==> src/rtl/refsched_pkg.sv <==
package refsched_pkg;
  // Control-to-datapath strobes, at most one active per cycle
  typedef struct packed {
    logic capture;  // load a fresh chip-select vector
    logic merge;    // fold new vector into held one
    logic clear;    // drop the held vector
  } refStrobe_t;

  typedef enum logic {
    ST_IDLE = 1'b0,
    ST_PEND = 1'b1
  } refState_t;
endpackage

==> src/rtl/refsched_timer.sv <==
module refsched_timer #(
  parameter int CNT_W = 16
) (
  input  logic             clk,
  input  logic             rstN,
  input  logic [CNT_W-1:0] intervalCfg,
  output logic             tick
);
  logic [CNT_W-1:0] cnt;
  logic [CNT_W:0]   cntNext;

  // Widened compare: a limit of 0 or 1 ticks every cycle, and a limit
  // lowered below the running count ticks at once.
  assign cntNext = {1'b0, cnt} + {{CNT_W{1'b0}}, 1'b1};
  assign tick    = cntNext >= {1'b0, intervalCfg};

  always_ff @(posedge clk or negedge rstN) begin
    if (!rstN)     cnt <= '0;
    else if (tick) cnt <= '0;
    else           cnt <= cntNext[CNT_W-1:0];
  end

  // with a steady nonzero limit the count stays below it
  assert_cnt_bound_R2: assert property (@(posedge clk) disable iff (!rstN)
    ($stable(intervalCfg) && intervalCfg != '0) |-> (cnt < intervalCfg));

  // counter restarts from zero after reset
  assert_reset_cnt_R9: assert property (@(posedge clk) disable iff (!rstN)
    $rose(rstN) |-> (cnt <= {{(CNT_W-1){1'b0}}, 1'b1}));
endmodule

==> src/rtl/refsched_ctrl.sv <==
module refsched_ctrl
  import refsched_pkg::*;
(
  input  logic       clk,
  input  logic       rstN,
  input  logic       tick,
  input  logic       vecNonZero,
  input  logic       refAck,
  output refStrobe_t strobe,
  output logic       reqActive
);
  refState_t state, stateNext;
  logic      fire;

  assign fire      = tick && vecNonZero;
  assign reqActive = (state == ST_PEND);

  always_comb begin
    strobe    = '0;
    stateNext = state;
    case (state)
      ST_IDLE: begin
        if (fire) begin
          strobe.capture = 1'b1;
          stateNext      = ST_PEND;
        end
      end
      ST_PEND: begin
        if (refAck) begin
          if (fire) begin
            strobe.capture = 1'b1;   // back-to-back request
          end else begin
            strobe.clear = 1'b1;
            stateNext    = ST_IDLE;
          end
        end else if (fire) begin
          strobe.merge = 1'b1;       // collapse into pending
        end
      end
    endcase
  end

  always_ff @(posedge clk or negedge rstN) begin
    if (!rstN) state <= ST_IDLE;
    else       state <= stateNext;
  end

  assert_one_strobe_R7: assert property (@(posedge clk) disable iff (!rstN)
    $onehot0({strobe.capture, strobe.merge, strobe.clear}));

  assert_hold_R6: assert property (@(posedge clk) disable iff (!rstN)
    (reqActive && !refAck) |=> reqActive);

  assert_drop_R6: assert property (@(posedge clk) disable iff (!rstN)
    (reqActive && refAck && !tick) |=> !reqActive);

  assert_chain_R8: assert property (@(posedge clk) disable iff (!rstN)
    (reqActive && refAck && fire) |=> reqActive);
endmodule

==> src/rtl/refsched_dp.sv <==
module refsched_dp
  import refsched_pkg::*;
#(
  parameter int NUM_CS = 4
) (
  input  logic              clk,
  input  logic              rstN,
  input  logic [NUM_CS-1:0] csPresent,
  input  logic              lowPower,
  input  logic [NUM_CS-1:0] maskEn,
  input  refStrobe_t        strobe,
  output logic              vecNonZero,
  output logic [NUM_CS-1:0] csHeld
);
  logic [NUM_CS-1:0] effMask;
  logic [NUM_CS-1:0] candVec;

  generate
    if (NUM_CS > 1) begin : g_mask
      assign effMask = maskEn & {NUM_CS{lowPower}};

      // a captured vector never names a chip select suppressed in low power
      assert_mask_R4: assert property (@(posedge clk) disable iff (!rstN)
        strobe.capture |=> ((csHeld & $past(maskEn & {NUM_CS{lowPower}})) == '0));
    end else begin : g_single
      // One chip select: suppression has no meaning
      logic unusedMask;
      assign unusedMask = ^maskEn;
      assign effMask    = '0;
    end
  endgenerate

  assign candVec    = csPresent & ~effMask;
  assign vecNonZero = |candVec;

  always_ff @(posedge clk or negedge rstN) begin
    if (!rstN)              csHeld <= '0;
    else if (strobe.clear)  csHeld <= '0;
    else if (strobe.capture) csHeld <= candVec;
    else if (strobe.merge)  csHeld <= csHeld | candVec;
  end

  // outside low power a fresh vector covers every fitted chip select
  assert_full_R3: assert property (@(posedge clk) disable iff (!rstN)
    (strobe.capture && !lowPower) |=> (csHeld == $past(csPresent)));
endmodule

==> src/rtl/refsched_top.sv <==
module refsched_top
  import refsched_pkg::*;
#(
  parameter int NUM_CS = 4,
  parameter int CNT_W  = 16
) (
  input  logic              clk,
  input  logic              rstN,
  input  logic [CNT_W-1:0]  intervalCfg,
  input  logic [NUM_CS-1:0] csPresent,
  input  logic              lowPower,
  input  logic [NUM_CS-1:0] maskEn,
  input  logic              refAck,
  output logic              refReq,
  output logic [NUM_CS-1:0] refCs
);
  logic       tick;
  logic       vecNonZero;
  refStrobe_t strobe;

  refsched_timer #(.CNT_W(CNT_W)) u_timer (
    .clk(clk), .rstN(rstN), .intervalCfg(intervalCfg), .tick(tick)
  );

  refsched_ctrl u_ctrl (
    .clk(clk), .rstN(rstN), .tick(tick), .vecNonZero(vecNonZero),
    .refAck(refAck), .strobe(strobe), .reqActive(refReq)
  );

  refsched_dp #(.NUM_CS(NUM_CS)) u_dp (
    .clk(clk), .rstN(rstN), .csPresent(csPresent), .lowPower(lowPower),
    .maskEn(maskEn), .strobe(strobe), .vecNonZero(vecNonZero), .csHeld(refCs)
  );

  assert_nonzero_vec_R5: assert property (@(posedge clk) disable iff (!rstN)
    refReq |-> (refCs != '0));

  assert_idle_zero_R9: assert property (@(posedge clk) disable iff (!rstN)
    !refReq |-> (refCs == '0));

  assert_no_drop_R7: assert property (@(posedge clk) disable iff (!rstN)
    (refReq && !refAck) |=> ((refCs & $past(refCs)) == $past(refCs)));
endmodule

==> config.mk <==
export PLATFORM = sky130hd
export DESIGN_NAME = refsched_top
export DESIGN_NICKNAME = d
export VERILOG_FILES = /design/src/rtl/refsched_pkg.sv /design/src/rtl/refsched_timer.sv /design/src/rtl/refsched_ctrl.sv /design/src/rtl/refsched_dp.sv /design/src/rtl/refsched_top.sv
export SDC_FILE = /design/constraint.sdc
export NUM_CORES = 1
export LEC_CHECK = 0
export BUFFER_PORTS_ARGS = -buffer_cell sky130_fd_sc_hd__buf_2
export CAP_MARGIN = 20
export CORE_ASPECT_RATIO = 0.7
export CORE_MARGIN = 2
export CORE_UTILIZATION = 49
export CTS_CLUSTER_SIZE = 40
export DETAILED_ROUTE_END_ITERATION = 16
export PLACE_DENSITY = 0.86
export REMOVE_ABC_BUFFERS = 1
export SETUP_SLACK_MARGIN = 0.5
export SYNTH_ARGS = -nofsm -noshare
export SYNTH_HDL_FRONTEND = slang
export SYNTH_SLANG_ARGS = --single-unit
==> constraint.sdc <==
create_clock -name clk -period 2.9 [get_ports clk]
set_input_delay 0 -clock clk [delete_from_list [all_inputs] [get_ports clk]]
set_output_delay 0 -clock clk [all_outputs]
set_load 0.02 [all_outputs]
==> qor.csv <==
stage;metric;value;unit
logic_synthesis;dominantRegCellSynth;dfrtp_1;
min_path;min_to;u_dp.csHeld[3]$_DFFE_PN0P_;
logic_synthesis;netlist_area;0.00157;mm²
timing;worst_clock_skew;4.30;ps
route;ant_nets;0;
floorplan;initial_core_util;0.506;
global_routing;grt_max_degree;22;
cells_and_area;final_layout_size_suffix_gt1_frac;0.471;
clock_network;cts_tree;built;
floorplan;rows;17;
clock_network;cts_max_level;1;
timing;rsz0062_at_grt;yes;
placement;io_buffer_count;32;
critical_path;slowest_stage;dfrtp_1;
critical_path;r2r_start;u_timer.cnt[0]$_DFF_PN0_;
critical_path;critPathLaunchType;flip-flop;
placement;routabilityCongestion;0.932;
logic_synthesis;avgSynthCellArea;9.77;µm²
critical_path;worstPathRequired;3100;ps
power;leakagePower;1.23;nW
timing;setup_tns;0;ps
logic_synthesis;ys_seq_area_frac;0.334;
timing;tightest_slew;480;ps
clock_network;cts_buffer_depth;2;
placement;dp.cells;235;
timing;holdWs;7.16;ps
critical_path;worstReg2RegEnd;u_dp.csHeld[2]$_DFFE_PN0P_;
cells_and_area;diodes;0;
global_routing;grt-ovfl-total;0;
floorplan;die_w;71.7;µm
clock_network;cts_buffers;3;
critical_path;rr_worst_depth;11;
cells_and_area;nets;273;
timing;setup_viol;0;
power;power_density;430;mW/mm²
floorplan;die-area;0.00369;mm²
critical_path;crit_path_cell_trace;ha_4, nand4_4, nor3_4, xor2_2, ha_4, a211oi_2, o21ai_2, a22oi_2, nand4_4, a22oi_4, a32o_1;
timing;max_slew_margin;0.680;
critical_path;crit_fanout;5;
global_routing;antenna_found_initial;0;
cells_and_area;post-route-util;0.738;
timing;final_min_period_over_clock_period;0.970;
power;p_total;986;µW
min_path;holdCritStartpoint;csPresent[3];
route;first_pass_iters;4;
route;first_iter_violations;77;
critical_path;crit_arrival;3010;ps
global_routing;grt_pass1_wl;7.09;mm
route;wl;4.41;mm
logic_synthesis;ys_types;38;
floorplan;core_area;0.00311;mm²
cells_and_area;syn_to_final_growth;45.7;%
logic_synthesis;syn_inst;161;
logic_synthesis;yosys_warnings;0;
cells_and_area;fillers;210;
run;cap_violations;0;
route;drc;0;
logic_synthesis;ys_async_sr_fraction;1.00;
clock_network;clock-sinks;21;
min_path;hp-class;in2reg;
critical_path;r2r_setup_slack;90;ps
clock_network;clkLatencyLatePin;260;ps
critical_path;cpPeakStageDelay;430;ps
timing;final-hold-violation-count;0;
route;via_count;1408;
critical_path;cp-end-kind;flip-flop;
placement;dp_hpwl;2.92;mm
critical_path;worstSetupPathType;reg2reg;
logic_synthesis;ys_seq_elements;21;
timing;post-route-min-period;2810;ps
run_status;outcome;complete, no violations;
clock_network;cts.clk_slew.worst_paths;80;ps
cells_and_area;stdcell_count;265;
route;post_drt_wl_per_cell;16.6;µm
clock_network;root_buffer;clkbuf_8;
floorplan;io_pins;33;
power;irDropWorstVdd;0.340;mV
timing;fmax;355;MHz
global_routing;first_global_vias;1483;
timing;finalMaxSlewViolations;0;
route;vias_per_cell;5.31;
global_routing;grt_use_total;0.260;
floorplan;fp.dieH;51.4;µm
logic_synthesis;synth_edf_count;0;
min_path;holdPathStages;2;
placed cells by master (no fill, tap or decap), drive strengths merged:
cell type    count
nand2           14
nor4             2
nand4            7
a32o             4
o21ai            5
a41oi            1
inv             24
xnor2            7
nor3             5
buf             61
a31o             1
and2b            7
o31ai            1
and3             2
o22ai            2
dfrtp           21
clkbuf           4
xor2             7
a211oi           2
a21oi            2
dlygate4sd3      2
nor2            11
o41ai            1
ha              17
a31oi            1
a22oi            2
nor2b            7
nand3            7
power breakdown:
group | leakage, nW | total [mW] | internal (mW) | switching, mW
clock | 0.0228 | 0.194 | 0.0981 | 0.0962
combinational | 0.930 | 0.405 | 0.192 | 0.213
sequential | 0.279 | 0.387 | 0.341 | 0.0465
timing repair:
action / in CTS / in global routing
endpoints found under the setup margin: 21 / 21
hold buffers: 2 / 0
gates resized for setup: 25 / 17
hold endpoints to repair: 22 / 0
pin swaps: 23 / 20
setup buffers: 15 / 8
cloned: 1 / 0
cell usage after synthesis, drive strengths merged (2+ instances only):
cell type / n / area share
a211oi: 2 / 0.013
a21oi: 2 / 0.0064
xnor2: 7 / 0.049
nor2: 11 / 0.026
a22oi: 2 / 0.021
ha: 17 / 0.14
xor2: 7 / 0.044
o22ai: 2 / 0.0080
inv: 24 / 0.057
nand2: 14 / 0.035
nor3: 5 / 0.019
and3: 2 / 0.011
o21ai: 5 / 0.018
nor4: 2 / 0.016
a32o: 4 / 0.025
nor2b: 7 / 0.031
and2b: 7 / 0.033
nand3: 7 / 0.025
nand4: 7 / 0.045
dfrtp: 21 / 0.33
cells by family (layout without fill, tap and decap cells):
logic type,Yosys count,in the layout,synth area share
and+or+nand+nor,62,62,0.243
xor gates and xnor gates,14,14,0.0923
adders and majority gates,17,17,0.135
buffers and inverters,25,91,0.0644
DFF,21,21,0.334
AOI/OAI and AO/OA,22,22,0.131
layout make-up:
| cell class | instances | area (µm²) | area share |
|---|---|---|---|
| Tap cell | 38 | 47.5 | 0.0208 |
| Sequential cell | 21 | 528 | 0.230 |
| Timing Repair Buffer | 63 | 437 | 0.191 |
| Multi-Input combinational cell | 115 | 1140 | 0.499 |
| Inverter | 24 | 90.1 | 0.0393 |
| Clock buffer | 4 | 45.0 | 0.0197 |
worst max-delay path, delay by kind of cell (launching register included):
kind / cells / cell delay (ps)
fa+ha+maj: 2 / 400
flops: 1 / 430
compound gates: 5 / 1040
simple gates: 3 / 630
xor+xnor: 1 / 220
worst max-delay path by stage:
stage,cells past startpoint,startpoint,endpoint
floorplan,12,u_timer.cnt[0]$_DFF_PN0_,u_dp.csHeld[0]$_DFFE_PN0P_
global placement,11,u_timer.cnt[4]$_DFF_PN0_,u_timer.cnt[2]$_DFF_PN0_
detailed placement,12,u_timer.cnt[0]$_DFF_PN0_,u_timer.cnt[7]$_DFF_PN0_
CTS,11,u_timer.cnt[5]$_DFF_PN0_,u_dp.csHeld[2]$_DFFE_PN0P_
global route,11,u_timer.cnt[0]$_DFF_PN0_,u_dp.csHeld[2]$_DFFE_PN0P_
finish,11,u_timer.cnt[0]$_DFF_PN0_,u_dp.csHeld[2]$_DFFE_PN0P_
per-stage QoR:
step | setup slack [ps] | area (µm²)
2_1_floorplan | 44.4 | 1560
4_1_cts | 134 | 2120
3_3_place_gp | 75.9 | 1810
6_report | 85.9 | 2290
5_1_grt | -59.8 | 2290
3_5_place_dp | -85.7 | 1810
registers in the layout, indices dropped and copies added (netlist names):
name              count
u_timer.cnt          16
u_dp.csHeld           4
u_ctrl.reqActive      1
metal layers:
layer | vias up | track usage | part of all wire
li1 | 685 | - | -
met1 | 667 | 0.330 | 0.45
met2 | 50 | 0.448 | 0.48
met3 | 6 | 0.0493 | 0.058
met4 | 0 | 0.0849 | 0.012
met5 | - | 0 | 0
Power figures use the tool's default switching activity.
